**src/rtl/swdb_pkg.sv**
```systemverilog
package swdb_pkg;
   localparam int unsigned SWDB_MAX_LANES = 8;
   localparam int unsigned SWDB_MIN_DEPTH = 2;
   localparam int unsigned SWDB_MAX_DEPTH = 8;

   // True when a lane count is legal for this library block
   function automatic bit swdb_width_ok(input int unsigned w);
      return (w >= 1) && (w <= SWDB_MAX_LANES);
   endfunction

   function automatic bit swdb_depth_ok(input int unsigned d);
      return (d >= SWDB_MIN_DEPTH) && (d <= SWDB_MAX_DEPTH);
   endfunction
endpackage

```
**src/rtl/swdb_sample_chain.sv**
```systemverilog
module swdb_sample_chain #(
   parameter int unsigned WIDTH = 6,
   parameter int unsigned DEPTH = 3,
   parameter logic [WIDTH-1:0] INVERT_MASK = 6'b010000
) (
   input  logic                         clk,
   input  logic                         rst_n,
   input  logic                         sample_tick,
   input  logic [WIDTH-1:0]             sw_raw,
   output logic [WIDTH-1:0]             cur_sample,
   output logic [WIDTH*(DEPTH-1)-1:0]   hist_flat
);
   localparam int unsigned STAGES = DEPTH - 1;

   logic [WIDTH-1:0] hist_q [STAGES];

   assign cur_sample = sw_raw ^ INVERT_MASK;

   for (genvar s = 0; s < STAGES; s++) begin : g_stage
      if (s == 0) begin : g_head
         always_ff @(posedge clk) begin
            if (!rst_n)           hist_q[0] <= '0;
            else if (sample_tick) hist_q[0] <= cur_sample;
         end
      end else begin : g_tail
         always_ff @(posedge clk) begin
            if (!rst_n)           hist_q[s] <= '0;
            else if (sample_tick) hist_q[s] <= hist_q[s-1];
         end
      end
      assign hist_flat[s*WIDTH +: WIDTH] = hist_q[s];
   end

   // the youngest history entry captures the conditioned sample of the tick
   assert_hist_head_R3: assert property (@(posedge clk) disable iff (!rst_n)
      sample_tick |=> hist_flat[WIDTH-1:0] == $past(cur_sample));

   // inverted lanes enter the chain opposite to the pin level
   assert_invert_lanes_R7: assert property (@(posedge clk) disable iff (!rst_n)
      sample_tick |=> ((hist_flat[WIDTH-1:0] ^ $past(sw_raw)) == INVERT_MASK));

   // history holds between ticks
   assert_hist_hold_R2: assert property (@(posedge clk) disable iff (!rst_n)
      !sample_tick |=> $stable(hist_flat));
endmodule

```
**src/rtl/swdb_stability.sv**
```systemverilog
module swdb_stability #(
   parameter int unsigned WIDTH = 6,
   parameter int unsigned DEPTH = 3
) (
   input  logic [WIDTH-1:0]             cur_sample,
   input  logic [WIDTH*(DEPTH-1)-1:0]   hist_flat,
   output logic [WIDTH-1:0]             stable_mask
);
   localparam int unsigned STAGES = DEPTH - 1;

   always_comb begin
      stable_mask = '1;
      for (int s = 0; s < STAGES; s++) begin
         stable_mask = stable_mask & ~(cur_sample ^ hist_flat[s*WIDTH +: WIDTH]);
      end
   end
endmodule

```
**src/rtl/swdb_state_reg.sv**
```systemverilog
module swdb_state_reg #(
   parameter int unsigned WIDTH = 6,
   parameter logic [WIDTH-1:0] PRESET_STATE  = 6'b001000,
   parameter logic [WIDTH-1:0] PRESET_TOGGLE = 6'b001000
) (
   input  logic             clk,
   input  logic             rst_n,
   input  logic             sample_tick,
   input  logic [WIDTH-1:0] cur_sample,
   input  logic [WIDTH-1:0] stable_mask,
   output logic [WIDTH-1:0] deb_state,
   output logic [WIDTH-1:0] deb_toggle
);
   logic [WIDTH-1:0] state_q;
   logic [WIDTH-1:0] toggle_q;
   logic [WIDTH-1:0] flip;

   assign flip = stable_mask & (cur_sample ^ state_q);

   always_ff @(posedge clk) begin
      if (!rst_n) begin
         state_q  <= PRESET_STATE;
         toggle_q <= PRESET_TOGGLE;
      end else if (sample_tick) begin
         state_q  <= state_q ^ flip;
         toggle_q <= flip;
      end
   end

   assign deb_state  = state_q;
   assign deb_toggle = toggle_q;

   // outputs hold on cycles without a tick
   assert_hold_between_ticks_R2: assert property (@(posedge clk) disable iff (!rst_n)
      !sample_tick |=> $stable(deb_state) && $stable(deb_toggle));

   // stable lanes follow the sample
   assert_stable_follows_R4: assert property (@(posedge clk) disable iff (!rst_n)
      sample_tick |=> ((deb_state ^ $past(cur_sample)) & $past(stable_mask)) == '0);

   // disagreeing lanes neither move nor flag
   assert_bounce_quiet_R5: assert property (@(posedge clk) disable iff (!rst_n)
      sample_tick |=> ((deb_toggle | (deb_state ^ $past(deb_state))) & ~$past(stable_mask)) == '0);

   // the flag mask marks exactly the lanes that moved
   assert_flag_matches_R6: assert property (@(posedge clk) disable iff (!rst_n)
      sample_tick |=> deb_toggle == (deb_state ^ $past(deb_state)));
endmodule

```
**src/rtl/switch_debouncer.sv**
```systemverilog
module switch_debouncer
   import swdb_pkg::*;
#(
   parameter int unsigned WIDTH = 6,
   parameter int unsigned DEPTH = 3,
   parameter logic [WIDTH-1:0] INVERT_MASK   = 6'b010000,
   parameter logic [WIDTH-1:0] PRESET_STATE  = 6'b001000,
   parameter logic [WIDTH-1:0] PRESET_TOGGLE = 6'b001000
) (
   input  logic             clk,
   input  logic             rst_n,
   input  logic             sample_tick,
   input  logic [WIDTH-1:0] sw_raw,
   output logic [WIDTH-1:0] deb_state,
   output logic [WIDTH-1:0] deb_toggle
);
   localparam int unsigned HIST_BITS = WIDTH * (DEPTH - 1);

   if (!swdb_width_ok(WIDTH)) begin : g_bad_width
      $error("switch_debouncer: WIDTH must be 1..8");
   end
   if (!swdb_depth_ok(DEPTH)) begin : g_bad_depth
      $error("switch_debouncer: DEPTH must be 2..8");
   end

   logic [WIDTH-1:0]     cur_sample;
   logic [HIST_BITS-1:0] hist_flat;
   logic [WIDTH-1:0]     stable_mask;

   swdb_sample_chain #(
      .WIDTH(WIDTH), .DEPTH(DEPTH), .INVERT_MASK(INVERT_MASK)
   ) u_chain (
      .clk(clk), .rst_n(rst_n), .sample_tick(sample_tick),
      .sw_raw(sw_raw), .cur_sample(cur_sample), .hist_flat(hist_flat)
   );

   swdb_stability #(
      .WIDTH(WIDTH), .DEPTH(DEPTH)
   ) u_stab (
      .cur_sample(cur_sample), .hist_flat(hist_flat), .stable_mask(stable_mask)
   );

   swdb_state_reg #(
      .WIDTH(WIDTH), .PRESET_STATE(PRESET_STATE), .PRESET_TOGGLE(PRESET_TOGGLE)
   ) u_state (
      .clk(clk), .rst_n(rst_n), .sample_tick(sample_tick),
      .cur_sample(cur_sample), .stable_mask(stable_mask),
      .deb_state(deb_state), .deb_toggle(deb_toggle)
   );

   // reset values at the outputs
   assert_reset_values_R1: assert property (@(posedge clk)
      !rst_n |=> deb_state == PRESET_STATE && deb_toggle == PRESET_TOGGLE);
endmodule

```
**config.mk**
```make
export PLATFORM = sky130hd
export DESIGN_NAME = switch_debouncer
export DESIGN_NICKNAME = d
export VERILOG_FILES = /design/src/rtl/swdb_pkg.sv /design/src/rtl/swdb_sample_chain.sv /design/src/rtl/swdb_stability.sv /design/src/rtl/swdb_state_reg.sv /design/src/rtl/switch_debouncer.sv
export SDC_FILE = /design/constraint.sdc
export NUM_CORES = 1
export LEC_CHECK = 0
export ABC_AREA = 1
export BUFFER_PORTS_ARGS = -buffer_cell sky130_fd_sc_hd__buf_4
export CAP_MARGIN = 20
export CELL_PAD_IN_SITES_DETAIL_PLACEMENT = 0
export CELL_PAD_IN_SITES_GLOBAL_PLACEMENT = 2
export CORE_UTILIZATION = 33
export CTS_BUF_LIST = sky130_fd_sc_hd__clkbuf_16
export DETAILED_ROUTE_END_ITERATION = 10
export PLACE_DENSITY = 0.88
export SYNTH_ARGS = -nofsm -noshare
export SYNTH_HDL_FRONTEND = slang
export SYNTH_SLANG_ARGS = --single-unit
```
**constraint.sdc**
```tcl
create_clock -name clk -period 2.4 [get_ports clk]
set_clock_uncertainty 0.1 [all_clocks]
set_input_delay 0.36 -clock clk [delete_from_list [all_inputs] [get_ports clk]]
set_output_delay 0.36 -clock clk [all_outputs]
set_load 0.01 [all_outputs]
```
-- After elaboration in Yosys (flattened, before gate mapping)
Memory sizes are Yosys's and may differ from the RTL's.
Index checks and enable logic that the tools add are counted.
- register bits: 12
- bits in latches: 0
- RAM bits: 12
- memory bits (read-only): 0
- output and inout bits: 12
- memories: 1
- $add $sub $neg: 0
- $mul: 0
- div/mod/pow operators: 0
- order comparisons: 0
- eq/ne operators: 0
- shift-type cells: 0
- muxes and demuxes: 6
- bitwise logic cells: 11
- reduce and logical (&&, ||, !) cells: 0
- memory list (memory ; words ; width ; rd ports ; clocked after memory_dff ; write ports ; RTL line ; text):
    u_chain.hist_q ; 2 ; 6 ; 2 ; 0 ; 2 ; swdb_sample_chain.sv:15 ; logic [WIDTH-1:0] hist_q [STAGES];
- operators with widths (operator ; count):
    6-bit bitwise XOR ; 4
    6-bit bitwise AND ; 2
    6-bit two-way mux ; 2
    6-bit NOT ; 2
    1-bit two-way mux ; 4
    1-bit bitwise OR ; 2
    1-bit NOT ; 1

-- Depth between registers and ports, before layout
Gate-level depths: netlist of the first run.
- depth in word-level cells: 6
- gate-level depth with buffers: 6
- mapped depth without buffers: 6

-- Modules after synthesis
Synthesis of the first run repeated with hierarchy kept, for this count alone.
- cell total of the unflattened synthesis: 152
- area, all modules: 1202.4 um2
- by module, submodules not included (module ; instances ; cells an instance ; area an instance (um2) ; seq. area each (um2)):
    swdb_sample_chain ; 1 ; 45 ; 543.0 ; 360.3
    swdb_state_reg ; 1 ; 77 ; 539.3 ; 240.2
    swdb_stability ; 1 ; 30 ; 120.1 ; 0.0

-- Worst setup path after synthesis of the first run
Ideal clock, no wire load.
- path kind: input to register
- start: in sample_tick
- end: mem u_chain.hist_q[0][0], enable pin
- library setup time: 0.297 ns
- arrival: 0.851 ns
- setup slack: 1.152 ns
- stages: 3
- path buffers: 1
- path through: buf_6 > nor2_2 > inv_1
- RTL lines (element ; RTL line ; text):
    start, declared ; switch_debouncer.sv:12 ; input logic sample_tick,
    end, declared ; swdb_sample_chain.sv:15 ;

==> results of run 1 <==
layout make-up:
cell class / count / area share (%)
clock buffer: 3 / 5.550
clock inverter: 1 / 0.2775
inverter: 20 / 5.550
multi-input combinational: 88 / 29.05
sequential: 24 / 44.40
tap: 44 / 4.070
timing repair buffer: 20 / 11.10
power by group:
group	switching, mW	internal (mW)
sequential	0.0168	0.458
combinational	0.0620	0.0460
clock	0.138	0.223
total	0.217	0.727
per-stage QoR:
step / hold WS [ns] / util (%) / setup slack [ns] / area (sq um)
floorplan: 0.3735 / - / 1.152 / 1090
global placement: 0.3464 / 41.05 / 0.8568 / 1274
detailed placement: 0.3406 / 41.05 / 0.8050 / 1274
CTS: 0.3077 / 43.59 / 1.069 / 1353
global route: 0.3259 / 43.59 / 0.9930 / 1353
finish: 0.3062 / 43.59 / 1.092 / 1353
cell usage in the layout, fill, tap and decap left out:
master / netlist / final
a21oi_1: 5 / 5
buf_4: 0 / 20
clkbuf_16: 0 / 3
clkinv_1: 0 / 1
dfxtp_1: 12 / 12
edfxtp_1: 12 / 12
inv_1: 20 / 20
nand2_1: 33 / 33
nand3_1: 10 / 10
nand4_1: 7 / 7
nor2_1: 25 / 25
nor2_2: 1 / 1
o21ai_0: 3 / 3
xnor2_1: 1 / 1
xor2_1: 3 / 3
cell usage after synthesis:
library cell  instances  share of area [%]
nor2_1               25                8.6
nor2_2                1               0.57
xnor2_1               1               0.80
xor2_1                3                2.4
edfxtp_1             12                 33
nand3_1              10                4.6
o21ai_0               3                1.4
inv_1                20                6.9
buf_2                 2               0.92
nand2_1              33                 11
dfxtp_1              12                 22
nand4_1               7                4.0
buf_6                 1                1.0
a21oi_1               5                2.3
final timing paths:
kind	slack [ns]	to	cells after the start
hold / removal	0.31	u_state.deb_toggle[2]	4
hold reg to reg	0.35	u_state.deb_toggle[4]	2
setup reg to reg	1.38	flop	4
setup / recovery	1.09	u_chain.hist_q[1][0]	4
cell families after synthesis:
family / Yosys count / share of synthesized area [%]
xor+xnor: 4 / 3.215
compound gates: 8 / 3.673
simple gates: 76 / 29.16
flops: 24 / 55.11
buf+inv: 23 / 8.840
worst min-delay path: stages:
cell     delay (ns)
buf_4          0.09
xor2_1         0.05
nand3_1        0.07
nand2_1        0.04
layer usage:
layer | wire (microns) | GRT usage (%) | share of wire [%] | vias to the layer above
met2 | 892 | 19.26 | 44 | 12
met5 | 0 | 0 | 0 | -
met1 | 1041 | 18.72 | 51 | 380
li1 | - | - | - | 471
met4 | 24 | 7.143 | 1.2 | 0
met3 | 67 | 3.275 | 3.3 | 2
==> metrics.md, run 1 <==
| Metric | Value |
|---|---|
| Fmax | 0.7647 GHz |
| Leak | approximately 0.66 nW |
| Vias | 865 |
| First-pass GRT wire length | 3436 microns |
| Slew HR | 70.32% |
| Crit-path slowest cell | inv_1 |
| RSZ-0062 raised after global routing | no |
| Dpl cells | 196 |
| Synth Cell Area | 1090 sq um |
| Input/output buffers | 20 |
| # diodes | 0 |
| Via density | 4.325 |
| Die H | approximately 60 microns |
| # rows | 20 |
| Slowest Stage Delay on Critical Path | 0.29 ns |
| IO Count | 21 |
| Post-Synthesis Cells | 135 |
| GR Overflow Total | 0 |
| Clk slew on worst S/H paths | about 0.060 ns |
| Clock Latency Late Sink | 0.25 ns |
| Reg-to-reg critical path startpoint | u_chain.hist_q[0][3] |
| Worst Setup SP | rst_n |
| Flops & latches, synth | 24 |
| Syn Nets | 144 |
| CTS Hold Bufs | 0 |
| Synth Warn # | 0 |
| CP top delay family | buffers and inverters |
| Gpl congestion | 0.7082 |
| WL per Instance | 10.13 microns |
| Starting DRT DRC Count | 38 |
| Routed WL | 2025 microns |
| H-tree levels | 1 |
| Startpoint Class | input pin |
| Power density cells | 697.9 nW/um^2 |
| Clock buffer depth | 2 |
| Core Box Area | ~3100 sq um |
| Vias in the first global route | between 700 and 800 |
| Cts bufs inserted | 3 |
| Layout cells sized above 1 | 15.38% |
| CP Class | in -> reg |
| Area delta synth->final | 24.11% |
| Clk root buf | clkbuf_16 |
| Largest net degree at the start of global routing | 16 |
| DRC Markers | 0 |
| Synthesized area per cell | 8.073 sq um |
| Endpoints failing setup | 0 |
| Crit path required time | 2.24 ns |
| TritonRoute pass-1 iters | 4 |
| Multi-input combinational cell area | slightly below 400 sq um |
| Nets | about 170 |
| Slew @ Worst Pin | 0.4447 ns |
| Sequential area share after synthesis | about 55% |
| Initial Util | 35.12% |
| Pins over their slew limit | 0 |
| Setup TNS | 0 ns |
| Die Wd | approximately 59 microns |
| CTS tree | built |
| Max-cap violations | 0 |
| Post-CTS setup buffer count | 0 |
| Critical Path Fanout Max | 13 |
| Non-filler cells, final | 200 |
| VDD IR-drop max | 343.2 uV |
| Sequential Area | 600.6 sq um |
| Fillers | 327 |
| DP Wirelength | 1396 microns |
| Power after layout | 0.9439 mW |
| Fin. Hold Viols | 0 |
| Library cells used by synthesis | 14 |
| Gr usage total | 13.50% |
| Hold path start | sw_raw[2] |
| CP Cell Sequence | buf_4 -> inv_1 -> nor2_2 -> inv_1 |
| Initial antenna violation count | 0 |
| Final antenna-violating net count | 0 |
| Arr. time, crit path | 1.15 ns |
| WP buf/inv | 3 |
| CP endpoint kind | flop |
| Tcrit/Tclk final | 54.48% |
| Die area | 3536 sq um |
| Most used cell, CP | inv_1 |
| Outcome | complete, no violations |
| Post-CTS sizing | 0 |
| CTS sink cnt | 24 |
| Final min period | approximately 1.3 ns |
| Tightest Hold Check Type | in -> reg |
No activity file was read; power rests on OpenSTA's default activity.
==> run 2: changes to the inputs <==
- ABC_AREA: 1 -> 0
- CORE_UTILIZATION: 33 -> 31
- PLACE_DENSITY: 0.88 -> 0.8
- clock period: 2.4 -> 1.1 ns (I/O delays scaled with it)
==> metrics.md, run 2 <==
| Metric | Value |
|---|---|
| Clk slew on worst S/H paths | 0.06 ns (about the same) |
| Initial Util | 33.44% (was 35.12%) |
| Area delta synth->final | 61.60% (was 24.11%) |
| Hold depth | 3 (was 4) |
| Sequential area share after synthesis | 57.42% (was 55.11%) |
| Final antenna-violating net count | 0 (unchanged) |
| Outcome | finished, violations left (was complete, no violations) |
| CTS tree | built (unchanged) |
| Slew @ Worst Pin | 0.2883 ns (was 0.4447 ns) |
| Dpl cells | 175 (was 196) |
| Die Wd | 60.09 microns (was 59.47 microns) |
| Tightest Hold Check Type | in -> reg (unchanged) |
| Core Box Area | 3128 sq um (was 3103 sq um) |
| Arr. time, crit path | 1.32 ns (was 1.15 ns) |
| Synth area leader | edfxtp_1 (unchanged) |
| PnR worst setup slack | -0.1272 ns (was 1.092 ns) |
| Slew HR | 80.51% (was 70.32%) |
| Max-cap violations | 0 (unchanged) |
| Input/output buffers | 20 (unchanged) |
| Synth Flop Type | edfxtp_1 (unchanged) |
| Syn Nets | 98 (was 144) |
| Final core utilization | 54.04% (was 43.59%) |
| WL per Instance | 13.52 microns (was 10.13 microns) |
| TritonRoute pass-1 iters | 4 (unchanged) |
| Final min period | 1.227 ns |
| Vias in the first global route | 825 (was 760) |
| Worst reg-to-reg path cell count | 2 (was 4) |
| Synth Warn # | 0 (unchanged) |
| Clock buffer depth | 2 (unchanged) |
| Die H | 60.09 microns (was 59.47 microns) |
| Pins over their slew limit | 0 (unchanged) |
| Place WS | -0.1221 ns (was 0.8050 ns) |
| Post-synth EDFFs | 12 (unchanged) |
| Gr usage total | 14.01% (was 13.50%) |
| IO Count | 21 (unchanged) |
| H-tree levels | 1 (unchanged) |
| CP endpoint kind | flop (unchanged) |
| Non-filler cells, final | 182 (was 200) |
| Routed WL | 2461 microns (was 2025 microns) |
| Vias | 963 (was 865) |
| Flops & latches, synth | 24 (unchanged) |
| Nets | 148 (was 166) |
| Post-Layout Inst Area | 1690 sq um (was 1353 sq um) |
| Clock Latency Late Sink | 0.26 ns (was 0.25 ns) |
| Post-Synthesis Cells | 89 (was 135) |
| Fmax | 0.8149 GHz |
| Violations in the final reports | negative setup slack |
| Final hold slack | 0.08218 ns (was 0.3062 ns) |
| Cts bufs inserted | 3 (unchanged) |
| CTS Hold Bufs | 0 (unchanged) |
| Most common cell after layout, fill and taps aside | buf_4 (was nand2_1) |
| Fin. Hold Viols | 0 (unchanged) |
| Area contributors post-synth | edfxtp_1 34%, dfxtp_1 23%, a31oi_1 6.0% (was edfxtp_1 33%, dfxtp_1 22%, nand2_1 11%) |
| Synthesized area per cell | 11.75 sq um (was 8.073 sq um) |
| Layout cells sized above 1 | 50.72% (was 15.38%) |
| Startpoint Class | flop (was input pin) |
| Crit path required time | 1.19 ns (was 2.24 ns) |
| VDD IR-drop max | 520.2 uV (was 343.2 uV) |
| # diodes | 0 (unchanged) |
| Clk root buf | clkbuf_16 (unchanged) |
| CTS sink cnt | 24 (unchanged) |
| Synth Cell Area | 1046 sq um (was 1090 sq um) |
| DRC Markers | 0 (unchanged) |
| Post-DP Area | 1433 sq um (was 1274 sq um) |
| Tcrit/Tclk final | 111.6% |
| Library cells used by synthesis | 21 (was 14) |
| List of most frequent post-synthesis cells | 12 x dfxtp_1, 12 x edfxtp_1, 10 x a31oi_1, 10 x and3_1, 10 x o21ai_0 (was 33 x nand2_1, 25 x nor2_1, 20 x inv_1, 12 x dfxtp_1, 12 x edfxtp_1) |
| Critical Path Fanout Max | 2 (was 13) |
| Largest net degree at the start of global routing | 23 (was 16) |
| RSZ-0062 raised after global routing | yes (was no) |
| Initial antenna violation count | 0 (unchanged) |
| DP Wirelength | 1581 microns (was 1396 microns) |
| Async SR Flop Fraction | 0% (unchanged) |
| Most frequent cells in the layout | 33 x buf_4, 17 x buf_6, 12 x edfxtp_1 (was 33 x nand2_1, 25 x nor2_1, 20 x inv_1, 20 x buf_4) |
| Die area | 3610 sq um (was 3536 sq um) |
| Starting DRT DRC Count | 28 (was 38) |
| CP Class | reg -> reg (was in -> reg) |
| Top cell type's share of synthesized area | 34.45% (was 33.07%) |
| First-pass GRT wire length | 3719 microns (was 3436 microns) |
| Via density | 5.291 (was 4.325) |
| Endpoints failing setup | 10 (was 0) |
| # rows | 20 (unchanged) |
| Leak | 0.6892 nW (was 0.6575 nW) |
| Power density cells | 1277 nW/um^2 (was 697.9 nW/um^2) |
| Gpl congestion | 0.7358 (was 0.7082) |
| GR Overflow Total | 0 (unchanged) |
[run 2: cell count changes in the layout (fill, tap and decap cells not counted), sizes merged, moves of 4 or more]
cell	change
nor3	+4
nand3	-10
inv	-20
a21oi	-5
nor2	-25
or4b	+4
a31oi	+10
and3	+11
nand2	-32
buf	+30
nor4b	+7
nand4	-7
o21ai	+7
nand4b	+4
[run 2: critical path, cell delays in order, from the launching register on]
cell,delay [ns]
edfxtp_1,0.41
or4b_1,0.52
a31oi_1,0.13
[run 2: metrics by stage]
stage          setup TNS (ns)  power, mW
2_1_floorplan         -0.5832      1.138
3_3_place_gp          -0.5048      1.288
3_5_place_dp          -0.7466      1.297
4_1_cts               -0.5412      2.125
5_1_grt                -1.280      2.230
6_report              -0.7327      2.158
[run 2: what timing repair did]
item,CTS,global route
endpoints found under the setup margin,17,18
setup buffers,1,2
pin swaps,7,7
gates resized for setup,16,20
[run 2: report_power, final]
part | leakage [nW] | internal (mW) | total [mW] | switching [mW]
registers | 0.231 | 0.994 | 1.03 | 0.0321
logic | 0.419 | 0.185 | 0.327 | 0.141
clock network | 0.0385 | 0.486 | 0.806 | 0.319
total | 0.689 | 1.67 | 2.16 | 0.492
[run 2: cell type report]
class,instances,area (sq um)
clock buffer,3,75.07
clock inverter,1,3.754
fill,284,1438
multi-input combinational,60,509.2
sequential,24,608.1
tap,44,55.05
timing repair buffer,50,439.2
[run 2: cells by family after synthesis]
group           after synthesis  share of synthesized area, %
simple gates                 38                         27.87
flops                        24                         57.42
compound gates               22                         12.56
buf+inv                       5                         2.153
[run 2: metal layers]
layer / GRT usage, % / vias to the layer above / routed length (microns)
li1: - / 466 / -
met1: 17.36 / 473 / 1105
met2: 22.70 / 19 / 1211
met3: 3.896 / 5 / 110
met4: 5.980 / 0 / 34
met5: 0 / - / 0
[run 2: final timing paths]
path | startpoint | to | slack, ns
worst max-delay path | u_chain.hist_q[0][2] | u_state.deb_toggle[2] | -0.13
worst min-delay path | sw_raw[5] | u_state.deb_toggle[5] | 0.08
worst max register to register | u_chain.hist_q[0][2] | u_state.deb_toggle[2] | -0.13
worst min register to register | u_state.deb_toggle[3] | u_state.deb_toggle[3] | 0.39
==> run 3: changes to the inputs <==
- SETUP_SLACK_MARGIN: default -> 0.1
==> metrics.md, run 3 (synthesis results as in run 2) <==
| Metric | Value |
|---|---|
| Outcome | finished, violations left (unchanged) |
| Violations in the final reports | negative setup slack (unchanged) |
| WL per Instance | 13.10 microns (was 13.52 microns) |
| DP Wirelength | 1541 microns (was 1581 microns) |
| Startpoint Class | flop (unchanged) |
| Clk slew on worst S/H paths | 0.06 ns (about the same) |
| Fillers | 271 (was 284) |
| Flop-to-flop setup slack | -0.14 ns (was -0.13 ns) |
| Initial antenna violation count | 0 (unchanged) |
| Nets | 149 (was 148) |
| CP top delay family | simple AND/OR/NAND/NOR gates (unchanged) |
| VDD IR-drop max | 926.1 uV (was 520.2 uV) |
| RSZ-0062 raised after global routing | yes (unchanged) |
| Non-filler cells, final | 182 (unchanged) |
| CTS sink cnt | 24 (unchanged) |
| Dpl cells | 174 (was 175) |
| H-tree levels | 1 (unchanged) |
| Largest net degree at the start of global routing | 25 (was 23) |
| Tightest Hold Check Type | in -> reg (unchanged) |
| Post-Layout Inst Area | 1728 sq um (was 1690 sq um) |
| Crit-path slowest cell | or4b_1 (unchanged) |
| GR Overflow Total | 0 (unchanged) |
| PnR worst setup slack | -0.1417 ns (was -0.1272 ns) |
| Die area | 3610 sq um (unchanged) |
| Endpoints failing setup | 8 (was 10) |
| WP buf/inv | 0 (unchanged) |
| Flop pwr share | 48.6% (was 47.5%) |
| Gpl congestion | 0.7475 (was 0.7358) |
| Slew HR | 82.84% (was 80.51%) |
| CP Class | reg -> reg (unchanged) |
| Power density cells | 1225 nW/um^2 (was 1277 nW/um^2) |
| Most common cell after layout, fill and taps aside | buf_4 (unchanged) |
| Hold path start | sw_raw[2] (was sw_raw[5]) |
| Leak | 0.6988 nW (was 0.6892 nW) |
| Tcrit/Tclk final | 112.9% (was 111.6%) |
| Input/output buffers | 20 (unchanged) |
| Core Box Area | 3128 sq um (unchanged) |
| Gr usage total | 14.66% (was 14.01%) |
| Initial Util | 33.44% (unchanged) |
| Clk root buf | clkbuf_16 (unchanged) |
| DRC Markers | 0 (unchanged) |
| Die H | 60.09 microns (unchanged) |
| Clock Latency Late Sink | 0.25 ns (was 0.26 ns) |
| CP endpoint kind | flop (unchanged) |
| Comb pwr share | 15.4% (was 15.1%) |
| Worst Setup SP | u_chain.hist_q[0][0] (was u_chain.hist_q[0][2]) |
| Max-cap violations | 0 (unchanged) |
| Final antenna-violating net count | 0 (unchanged) |
| Sw Pwr | 0.4583 mW (was 0.4925 mW) |
| Vias | 929 (was 963) |
| Most frequent cells in the layout | 32 x buf_4, 19 x buf_6, 12 x edfxtp_1 (was 33 x buf_4, 17 x buf_6, 12 x edfxtp_1) |
| Power after layout | 2.116 mW (was 2.158 mW) |
| Layout cells sized above 1 | 52.90% (was 50.72%) |
| Crit path required time | 1.18 ns (was 1.19 ns) |
| Post-DP Area | 1425 sq um (was 1433 sq um) |
| Internal | 1.658 mW (was 1.666 mW) |
| Fmax | 0.8053 GHz (was 0.8149 GHz) |
| IO Count | 21 (unchanged) |
| Vias in the first global route | 929 (was 825) |
| Slowest Stage Delay on Critical Path | 0.53 ns (was 0.52 ns) |
| # diodes | 0 (unchanged) |
| Cts bufs inserted | 3 (unchanged) |
| Area delta synth->final | 65.19% (was 61.60%) |
| Clock buffer depth | 2 (unchanged) |
| CP Cell Sequence | or4b_1 -> a31oi_1 (unchanged) |
| First-pass GRT wire length | 3939 microns (was 3719 microns) |
| Final min period | 1.242 ns (was 1.227 ns) |
| Slew @ Worst Pin | 0.2539 ns (was 0.2883 ns) |
| Final hold slack | 0.09171 ns (was 0.08218 ns) |
| Starting DRT DRC Count | 55 (was 28) |
| Arr. time, crit path | 1.32 ns (about the same) |
| CTS tree | built (unchanged) |
| Pins over their slew limit | 0 (unchanged) |
| Fin. Hold Viols | 0 (unchanged) |
| Via density | 5.104 (was 5.291) |
| TritonRoute pass-1 iters | 4 (unchanged) |
| Die Wd | 60.09 microns (unchanged) |
| # rows | 20 (unchanged) |
| Routed WL | 2385 microns (was 2461 microns) |
| CTS Hold Bufs | 0 (unchanged) |
| Critical Path Fanout Max | 2 (unchanged) |
| Clk pwr share | 36.0% (was 37.3%) |
| Switching share of power | 21.66% (was 22.82%) |
| Reg-to-reg critical path startpoint | u_chain.hist_q[0][0] (was u_chain.hist_q[0][2]) |
run 3: cell types whose count changed in the layout (fill, tap and decap cells not counted), sizes merged:
cell / previous run / this run
clkinv: 1 / 0
buf: 50 / 51
run 3: timing repair:
item / 4_1_cts / 5_1_grt
gates resized for setup: 29 / 14
setup buffers: 4 / 2
endpoints found under the setup margin: 23 / 25
pin swaps: 13 / 4
run 3: worst reg2reg max path: stages (launching register included):
cell and delay [ns]:
edfxtp_1 0.41, or4b_1 0.53, a31oi_1 0.13
run 3: metal layers:
layer / vias up / wire length (microns) / track usage (%)
met4: 0 / 17 / 4.651
met1: 448 / 1123 / 18.38
li1: 466 / - / -
met5: - / 0 / 0
met3: 2 / 61 / 3.247
met2: 13 / 1183 / 24.92
run 3: final cells by class:
| cell class | instances | area, sq um | area share, % |
|---|---|---|---|
| clock buffer | 3 | 75.07 | 4.345 |
| multi-input combinational | 60 | 533.0 | 30.85 |
| sequential | 24 | 610.6 | 35.34 |
| tap | 44 | 55.05 | 3.186 |
| timing repair buffer | 51 | 454.2 | 26.29 |
run 3: worst paths after layout:
| path | depth (start not counted) | end |
|---|---|---|
| worst max-delay path | 2 | u_state.deb_toggle[0] |
| worst min-delay path | 3 | u_state.deb_toggle[2] |
| worst max register to register | 2 | u_state.deb_toggle[0] |
| worst min register to register | 1 | u_state.deb_toggle[3] |
run 3: stage by stage:
step                      setup slack, ns  util (%)  setup TNS [ns]
after floorplan                   -0.1238         -         -0.5832
after global placement           -0.09125     45.56         -0.4478
after detailed placement          -0.1084     45.56         -0.6791
after CTS                        -0.09620     52.72         -0.5389
after global routing              -0.1604     55.24          -1.011
final                             -0.1417     55.24         -0.6495
run 3: power by group through the flow:
stage | Sequential (mW) | Clock (mW) | Combinational (mW)
3_5_place_dp | 1.04 | 0 | 0.253
4_1_cts | 1.02 | 0.769 | 0.295
2_1_floorplan | 1.06 | 0 | 0.0825
6_report | 1.03 | 0.762 | 0.325
5_1_grt | 1.03 | 0.808 | 0.353
3_3_place_gp | 1.04 | 0 | 0.249
